**src/rtl/bvm_pkg.sv**
```systemverilog
package bvm_pkg;
   localparam int SMI_STAT_BIT = 32;
   localparam int SMI_MASK_BIT = 0;
   localparam int ERR_TMASK_BIT = 0;
   localparam int ERR_AMASK_BIT = 1;
   localparam int ERR_TSTAT_BIT = 32;
   localparam int ERR_ASTAT_BIT = 33;
   localparam int NUM_ERR = 2;
   localparam int ERR_IDX_TYPE = 0;
   localparam int ERR_IDX_ADDR = 1;

   typedef struct packed {
      logic addr_bad;
      logic type_bad;
   } viol_t;
endpackage

```
**src/rtl/bvm_classifier.sv**
```systemverilog
module bvm_classifier
   import bvm_pkg::*;
#(
   parameter int TYPE_W = 4,
   parameter int ADDR_W = 32,
   parameter logic [ADDR_W-1:0] MEM_LIMIT = 'h7F,
   parameter logic [ADDR_W-1:0] MSR_LIMIT = 'h2000_0007,
   parameter logic [(2**TYPE_W)-1:0] LEGAL_TYPES = 'h7F
) (
   input  logic              txn_valid,
   input  logic [TYPE_W-1:0] txn_type,
   input  logic              txn_is_msr,
   input  logic [ADDR_W-1:0] txn_addr,
   output viol_t             viol
);
   localparam int NTYPES = 2 ** TYPE_W;

   logic [ADDR_W-1:0] limit_sel;
   logic              over_limit;
   logic [NTYPES-1:0] type_hot;

   always_comb begin
      limit_sel  = txn_is_msr ? MSR_LIMIT : MEM_LIMIT;
      over_limit = txn_addr > limit_sel;
   end

   for (genvar gi = 0; gi < NTYPES; gi++) begin : g_tdec
      assign type_hot[gi] = (txn_type == TYPE_W'(gi));
   end

   always_comb begin
      viol.addr_bad = txn_valid && over_limit;
      viol.type_bad = txn_valid && ((type_hot & LEGAL_TYPES) == '0);
   end
endmodule

```
**src/rtl/bvm_sticky.sv**
```systemverilog
module bvm_sticky #(
   parameter int N = 1
) (
   input  logic         clk,
   input  logic         rst_n,
   input  logic [N-1:0] set,
   input  logic [N-1:0] clr,
   output logic [N-1:0] q
);
   for (genvar gi = 0; gi < N; gi++) begin : g_bit
      logic bit_q;
      always_ff @(posedge clk) begin
         if (!rst_n)
            bit_q <= 1'b0;
         else if (set[gi])
            bit_q <= 1'b1;
         else if (clr[gi])
            bit_q <= 1'b0;
      end
      assign q[gi] = bit_q;
   end
endmodule

```
**src/rtl/bvm_regs.sv**
```systemverilog
module bvm_regs
   import bvm_pkg::*;
#(
   parameter int MSR_AW = 32,
   parameter int DATA_W = 64,
   parameter logic [MSR_AW-1:0] SMI_ADDR = 'hA000_2002,
   parameter logic [MSR_AW-1:0] ERR_ADDR = 'hA000_2003
) (
   input  logic               clk,
   input  logic               rst_n,
   input  logic               cfg_wr,
   input  logic               cfg_rd,
   input  logic [MSR_AW-1:0]  cfg_addr,
   input  logic [DATA_W-1:0]  cfg_wdata,
   output logic [DATA_W-1:0]  cfg_rdata,
   input  logic               smi_stat,
   input  logic [NUM_ERR-1:0] err_stat,
   output logic               smi_mask,
   output logic [NUM_ERR-1:0] err_mask,
   output logic               smi_clr,
   output logic [NUM_ERR-1:0] err_clr
);
   logic hit_smi, hit_err;
   logic wr_smi, wr_err;
   logic smi_mask_q;
   logic [NUM_ERR-1:0] err_mask_q;
   logic [DATA_W-1:0] smi_view, err_view;

   assign hit_smi = (cfg_addr == SMI_ADDR);
   assign hit_err = (cfg_addr == ERR_ADDR);
   assign wr_smi  = cfg_wr && hit_smi;
   assign wr_err  = cfg_wr && hit_err;

   always_ff @(posedge clk) begin
      if (!rst_n) begin
         smi_mask_q <= 1'b0;
         err_mask_q <= '0;
      end else begin
         if (wr_smi)
            smi_mask_q <= cfg_wdata[SMI_MASK_BIT];
         if (wr_err) begin
            err_mask_q[ERR_IDX_TYPE] <= cfg_wdata[ERR_TMASK_BIT];
            err_mask_q[ERR_IDX_ADDR] <= cfg_wdata[ERR_AMASK_BIT];
         end
      end
   end

   assign smi_mask = smi_mask_q;
   assign err_mask = err_mask_q;
   assign smi_clr  = wr_smi && cfg_wdata[SMI_STAT_BIT];
   assign err_clr[ERR_IDX_TYPE] = wr_err && cfg_wdata[ERR_TSTAT_BIT];
   assign err_clr[ERR_IDX_ADDR] = wr_err && cfg_wdata[ERR_ASTAT_BIT];

   always_comb begin
      smi_view = '0;
      smi_view[SMI_STAT_BIT] = smi_stat;
      smi_view[SMI_MASK_BIT] = smi_mask_q;
      err_view = '0;
      err_view[ERR_TSTAT_BIT] = err_stat[ERR_IDX_TYPE];
      err_view[ERR_ASTAT_BIT] = err_stat[ERR_IDX_ADDR];
      err_view[ERR_TMASK_BIT] = err_mask_q[ERR_IDX_TYPE];
      err_view[ERR_AMASK_BIT] = err_mask_q[ERR_IDX_ADDR];
      if (!cfg_rd)
         cfg_rdata = '0;
      else if (hit_smi)
         cfg_rdata = smi_view;
      else if (hit_err)
         cfg_rdata = err_view;
      else
         cfg_rdata = '0;
   end
endmodule

```
**src/rtl/bvm_irq.sv**
```systemverilog
module bvm_irq
   import bvm_pkg::*;
#(
   parameter bit IRQ_REG = 1'b0
) (
   input  logic               clk,
   input  logic               rst_n,
   input  logic               smi_stat,
   input  logic               smi_mask,
   input  logic [NUM_ERR-1:0] err_stat,
   input  logic [NUM_ERR-1:0] err_mask,
   output logic               irq
);
   logic pend;
   assign pend = !smi_mask && (smi_stat || ((err_stat & ~err_mask) != '0));

   if (IRQ_REG) begin : g_flop
      logic irq_q;
      always_ff @(posedge clk) begin
         if (!rst_n)
            irq_q <= 1'b0;
         else
            irq_q <= pend;
      end
      assign irq = irq_q;
   end else begin : g_comb
      assign irq = pend;
   end
endmodule

```
**src/rtl/bus_viol_mon.sv**
```systemverilog
module bus_viol_mon
   import bvm_pkg::*;
#(
   parameter int TYPE_W = 4,
   parameter int ADDR_W = 32,
   parameter int MSR_AW = 32,
   parameter int DATA_W = 64,
   parameter logic [ADDR_W-1:0] MEM_LIMIT = 'h7F,
   parameter logic [ADDR_W-1:0] MSR_LIMIT = 'h2000_0007,
   parameter logic [(2**TYPE_W)-1:0] LEGAL_TYPES = 'h7F,
   parameter logic [MSR_AW-1:0] SMI_ADDR = 'hA000_2002,
   parameter logic [MSR_AW-1:0] ERR_ADDR = 'hA000_2003,
   parameter bit IRQ_REG = 1'b0
) (
   input  logic              clk,
   input  logic              rst_n,
   input  logic              txn_valid,
   input  logic [TYPE_W-1:0] txn_type,
   input  logic              txn_is_msr,
   input  logic [ADDR_W-1:0] txn_addr,
   input  logic              cfg_wr,
   input  logic              cfg_rd,
   input  logic [MSR_AW-1:0] cfg_addr,
   input  logic [DATA_W-1:0] cfg_wdata,
   output logic [DATA_W-1:0] cfg_rdata,
   output logic              smi_irq
);
   if (DATA_W < ERR_ASTAT_BIT + 1) begin : g_bad_dw
      $error("DATA_W too small for status bit layout");
   end
   if (TYPE_W < 3 || TYPE_W > 8) begin : g_bad_tw
      $error("TYPE_W out of supported range");
   end
   if (SMI_ADDR == ERR_ADDR) begin : g_bad_map
      $error("register addresses must differ");
   end

   viol_t viol;
   logic               smi_stat_q, smi_mask_q, smi_clr, smi_set;
   logic [NUM_ERR-1:0] err_stat_q, err_mask_q, err_clr, err_set;

   bvm_classifier #(
      .TYPE_W(TYPE_W), .ADDR_W(ADDR_W), .MEM_LIMIT(MEM_LIMIT),
      .MSR_LIMIT(MSR_LIMIT), .LEGAL_TYPES(LEGAL_TYPES)
   ) u_cls (
      .txn_valid(txn_valid), .txn_type(txn_type), .txn_is_msr(txn_is_msr),
      .txn_addr(txn_addr), .viol(viol)
   );

   assign smi_set = (viol.addr_bad || viol.type_bad) && !smi_mask_q;
   assign err_set[ERR_IDX_TYPE] = viol.type_bad && !err_mask_q[ERR_IDX_TYPE];
   assign err_set[ERR_IDX_ADDR] = viol.addr_bad && !err_mask_q[ERR_IDX_ADDR];

   bvm_sticky #(.N(1)) u_smi_st (
      .clk(clk), .rst_n(rst_n), .set(smi_set), .clr(smi_clr), .q(smi_stat_q)
   );

   bvm_sticky #(.N(NUM_ERR)) u_err_st (
      .clk(clk), .rst_n(rst_n), .set(err_set), .clr(err_clr), .q(err_stat_q)
   );

   bvm_regs #(
      .MSR_AW(MSR_AW), .DATA_W(DATA_W), .SMI_ADDR(SMI_ADDR), .ERR_ADDR(ERR_ADDR)
   ) u_regs (
      .clk(clk), .rst_n(rst_n), .cfg_wr(cfg_wr), .cfg_rd(cfg_rd),
      .cfg_addr(cfg_addr), .cfg_wdata(cfg_wdata), .cfg_rdata(cfg_rdata),
      .smi_stat(smi_stat_q), .err_stat(err_stat_q),
      .smi_mask(smi_mask_q), .err_mask(err_mask_q),
      .smi_clr(smi_clr), .err_clr(err_clr)
   );

   bvm_irq #(.IRQ_REG(IRQ_REG)) u_irq (
      .clk(clk), .rst_n(rst_n), .smi_stat(smi_stat_q), .smi_mask(smi_mask_q),
      .err_stat(err_stat_q), .err_mask(err_mask_q), .irq(smi_irq)
   );
endmodule

```
**config.mk**
```make
export PLATFORM = sky130hd
export DESIGN_NAME = bus_viol_mon
export DESIGN_NICKNAME = d
export VERILOG_FILES = /design/src/rtl/bvm_pkg.sv /design/src/rtl/bvm_classifier.sv /design/src/rtl/bvm_sticky.sv /design/src/rtl/bvm_regs.sv /design/src/rtl/bvm_irq.sv /design/src/rtl/bus_viol_mon.sv
export SDC_FILE = /design/constraint.sdc
export NUM_CORES = 1
export LEC_CHECK = 0
export ABC_AREA = 1
export CORE_AREA = 2 2 78 80
export DETAILED_ROUTE_END_ITERATION = 8
export DIE_AREA = 0 0 80 82
export PLACE_DENSITY_LB_ADDON = 0.2
export SLEW_MARGIN = 20
export SYNTH_ARGS = -nofsm -noshare
export SYNTH_HDL_FRONTEND = slang
export SYNTH_SLANG_ARGS = --single-unit
export TNS_END_PERCENT = 1
```
**constraint.sdc**
```tcl
create_clock -name clk -period 2.3 [get_ports clk]
set_input_delay 0.46 -clock clk [delete_from_list [all_inputs] [get_ports clk]]
set_output_delay 0.46 -clock clk [all_outputs]
set_load 0.02 [all_outputs]
```
-- After elaboration in Yosys (flattened, before gate mapping)
Index checks and enable logic that the tools add are counted.
- register bits: 6
- input bits: 138
- output and inout bits: 65
- word-level logic and storage cells: 48
- $lt $le $gt $ge: 1
- eq/ne operators: 8
- mux-type cells: 10
- bitwise operators: 2
- reductions and logical operators: 22
- operators with widths (kind ; number):
    2-to-1 mux 64 bit ; 2
    equality test 32 bit (second input constant) ; 2
    2-to-1 mux 34 bit ; 1
    greater-than comparator 32 bit ; 1
    2-to-1 mux 30 bit ; 1
    zero test 16 bit ; 1
    equality test 4 x 3 -> 1 bit (second input constant) ; 3
    logical AND 1 bit ; 11
    equality test 4 x 2 -> 1 bit (second input constant) ; 2
    nonzero test 2 bit ; 4
    2-to-1 mux 1 bit ; 6
    equality test 4 x 1 -> 1 bit (second input constant) ; 1
    zero test 4 bit ; 1
    zero test 1 bit ; 3
    bitwise AND 2 bit ; 1
    logical OR 1 bit ; 2
    NOT 2 bit ; 1

-- Depth between registers and ports, before layout
- depth after elaboration: 6
- gate-level depth with buffers: 12
- depth with buffers taken out: 12

-- By module
From an unflattened synthesis, not the netlist that was laid out.
- cell total of the unflattened synthesis: 262
- area total of the unflattened synthesis: 1438.9 µm²
- modules (own cells, without submodules) (module ; times used ; cells each ; area each (µm²) ; sequential area each (µm²)):
    bvm_regs ; 1 ; 161 ; 920.9 ; 60.1
    bvm_classifier ; 1 ; 67 ; 325.3 ; 0.0
    bvm_sticky (u_err_st) ; 1 ; 13 ; 91.3 ; 40.0
    bvm_sticky (u_smi_st) ; 1 ; 6 ; 43.8 ; 20.0
    bvm_irq ; 1 ; 9 ; 35.0 ; 0.0
    bus_viol_mon ; 1 ; 6 ; 22.5 ; 0.0

-- Worst setup path before layout
Ideal clock, no wire load.
- kind: in2out
- from: input port cfg_addr[19]
- to: output port cfg_rdata[1]
- arrival: 1.570 ns
- data required time: 1.840 ns
- setup slack: 0.270 ns
- stages on the path: 5
- cells stage by stage: nor4_1 > nand4_1 > nor2_1 > nand2_1 > nor3_1
- word-level cells in the longest chain between the ends: 4
- RTL lines (what ; line ; RTL):
    start: declaration ; bus_viol_mon.sv:23 ; input logic [MSR_AW-1:0] cfg_addr,
    equality test 32 bit ; bvm_regs.sv:30 ; assign hit_err = (cfg_addr == ERR_ADDR);
    2-to-1 mux 34 bit ; bvm_regs.sv:67 ; else if (hit_err)
    2-to-1 mux 64 bit * ; bvm_regs.sv:65 ; else if (hit_smi)
    2-to-1 mux 64 bit * ; bvm_regs.sv:63 ; if (!cfg_rd)
    end: declaration ; bus_viol_mon.sv:25 ; output logic [DATA_W-1:0] cfg_rdata,
Mark *: on every way between the ends. The rest lies on a longest branch, timed or not.

-- Final worst setup path
- from: input port cfg_addr[10]
- to: output port cfg_rdata[1]
Same word-level chain as after synthesis.

==> impl_metrics.py <==
metrics = {
    "outcome": {
        "outcome": "finished, final reports clean",
    },
    "clock_network": {
        "cts_sinks": 6,
        "cts_tree": "done",
        "clockBufferDepth": 2,
        "root_buffer": "clkbuf_8",
        "clk_pin_slew_worst_paths_ns": 0.04,
        "clk-insertion-delay-late_ns": 0.22,
        "ctsHoldBuffers": 0,
        "cts_buffers": 3,
        "htree_levels": 1,
    },
    "grt": {
        "grt_antenna_before_repair": 0,
        "grt_usage": 0.100,
        "grt_pass1_vias": 1286,
        "grt_pass1_wl_mm": 5.22,
        "grt_overflow": 0,
        "grt_max_degree": 6,
    },
    "sta": {
        "fin_setup_tns_ns": 0,
        "fmax_mhz": 456,
        "rsz0062_at_grt": "true",
        "setup_slack_ns": 0.106,
        "fin_crit_ns": 2.19,
        "finalHoldViolations": 0,
        "finalCritPeriodShare": 0.954,
        "finalSetupViolCount": 0,
        "drv_slew": 0,
        "clock_skew_ns": 0.00439,
    },
    "final_layout": {
        "fin_cells": 401,
        "diodes": 0,
        "final_common_cell": "conb_1",
        "drive_above_1_share": 0.163,
        "fill_cells": 658,
        "syn_to_final_growth_pct": 72.2,
        "final_cell_mix": "60 x conb_1, 50 x clkdlybuf4s50_1, 32 x nand2_1",
        "fin_util": 0.389,
        "nNetsFinal": 471,
    },
    "logic_synthesis": {
        "synth.distinct_cells": 21,
        "synth_top_area_share": 0.347,
        "synth.cell_area_um2": 1300,
        "synthTopCellsByArea": "buf_4 35%, nand2_1 9.5%, dfxtp_1 9.3%",
        "yosys_warnings": 0,
        "synth_top_area_cell": "buf_4",
        "synth-seq-area-share": 0.0926,
        "ys_seq_elements": 6,
        "avgSynthCellArea_um2": 5.90,
        "synth_cells": 220,
    },
    "setup_path": {
        "start_kind": "input port",
        "cp.required_ns": 1.84,
        "arrival_ns": 1.73,
        "path_max_fanout": 2,
        "reg2reg_depth": 3,
        "path_cells": "clkdlybuf4s15_1 > inv_1 > buf_4 > buf_4 > buf_4 > nand4_1 > nor2_2 > nand2_1 > o21ai_2 > nor3_2 > buf_4",
        "end_kind": "primary output",
        "cp_slowest_cell": "o21ai_2",
        "slowest_delay_ns": 0.19,
        "critPathKind": "in2out",
        "cp_common_cell": "buf_4",
    },
    "place": {
        "dp_hpwl_mm": 3.17,
        "placed_cells": 389,
        "pre_cts_ws_ns": -0.628,
        "port_buffers": 82,
        "gp_congestion": 0.718,
    },
    "flow_run": {
        "maxCapViolCount": 0,
    },
    "detailed_routing": {
        "drt_iter0_markers": 34,
        "drc": 0,
        "via_count": 1500,
        "wire_per_inst_um": 8.84,
        "first_pass_iters": 4,
        "drt-total-wl_mm": 3.54,
        "avgViaCountPerCell": 3.74,
        "ant_nets": 0,
    },
    "power_and_ir_drop": {
        "p_int_w": 0.000373,
        "clkPwrFrac": 0.270,
        "p_total_w": 0.000584,
        "max-vdd-ir-drop_uv": 197,
        "leakage_nw": 1.10,
        "powerDensity_nw_per_um2": 261,
        "combPwrFrac": 0.538,
        "p_sw_frac": 0.362,
        "p_switching_w": 0.000212,
        "seqPwrFrac": 0.192,
    },
    "worst_hold_path": {
        "min_path_cells": 2,
        "hold_class": "reg2reg",
    },
    "floorplan": {
        "dieArea_um2": 6560,
        "start_util": 0.226,
        "ioPinCount": 203,
        "fp.dieW_um": 80,
        "fp.coreArea_um2": 5750,
        "die_h_um": 82,
        "rows": 28,
    },
}
synthesized netlist by cell type (all sizes together):
| cell type | instances |
|---|---|
| buf | 60 |
| nand2 | 35 |
| nor2 | 33 |
| inv | 29 |
| nand3 | 14 |
| a21oi | 9 |
| nand4 | 8 |
| o21ai | 7 |
| dfxtp | 6 |
| ha | 5 |
| nor4 | 5 |
| nor3 | 3 |
| or2 | 2 |
| a31o | 1 |
| conb | 1 |
| nand3b | 1 |
| nor3b | 1 |
critical path, delay by kind of cell:
kind	cells	cell delay [ns]
simple gates	4	0.41
buf+inv	6	0.67
compound gates	1	0.19
power by group through the flow:
stage | Sequential, W | Clock (W) | Combinational, W
2_1_floorplan | 0.000113 | 0 | 0.000222
3_3_place_gp | 0.000114 | 0 | 0.000307
3_5_place_dp | 0.000114 | 0 | 0.000308
4_1_cts | 0.000112 | 0.000162 | 0.000309
5_1_grt | 0.000113 | 0.000168 | 0.000347
6_report | 0.000112 | 0.000158 | 0.000314
metrics by stage:
stage	hold WS [ns]	area [µm²]
3_3_place_gp	0.456	2080
5_1_grt	0.503	2230
2_1_floorplan	0.439	1520
6_report	0.472	2230
4_1_cts	0.468	2180
3_5_place_dp	0.463	2080
registers in the layout, indices dropped and copies added, names as in the netlist:
signal	cells
u_smi_st.q	1
u_err_st.g_bit.bit_q	2
u_regs.smi_mask	1
u_regs.err_mask	2
per-layer routing:
metal | share of wire | track usage | up-vias
met3 | 0.15 | 0.0352 | 2
met4 | 0.0048 | 0.0254 | 0
li1 | - | - | 791
met5 | 0 | 0 | -
met2 | 0.45 | 0.173 | 91
met1 | 0.40 | 0.118 | 616
repair_timing:
action                     4_1_cts  5_1_grt
setup endpoints to repair        4        4
resized for setup               60       16
pin swaps                       20       14
buffers inserted                 7        2
layout make-up:
type	count	area, µm²	share of cell area
inverters	29	109	0.0487
clock buffers	3	41.3	0.0185
flip-flops and latches	6	120	0.0538
well taps	75	93.8	0.0420
repair buffers	104	968	0.433
multi-input cells	184	902	0.404
cells by family after synthesis:
group	share of synthesized area
AND/OR/NAND/NOR	0.354
other	0.00289
flip-flops	0.0926
buffers and inverters	0.431
adder cells (fa/ha/maj)	0.0482
AO/OA/AOI/OAI	0.0714
final timing paths:
| path | from | to | slack, ns |
|---|---|---|---|
| setup reg to reg | u_regs.err_mask[1] | u_err_st.g_bit[1].bit_q | 1.55 |
| hold / removal | u_err_st.g_bit[1].bit_q | u_err_st.g_bit[1].bit_q | 0.47 |
| setup / recovery | cfg_addr[10] | cfg_rdata[1] | 0.11 |
| hold reg to reg | u_err_st.g_bit[1].bit_q | u_err_st.g_bit[1].bit_q | 0.47 |
No activity file was read; power rests on OpenSTA's default activity.
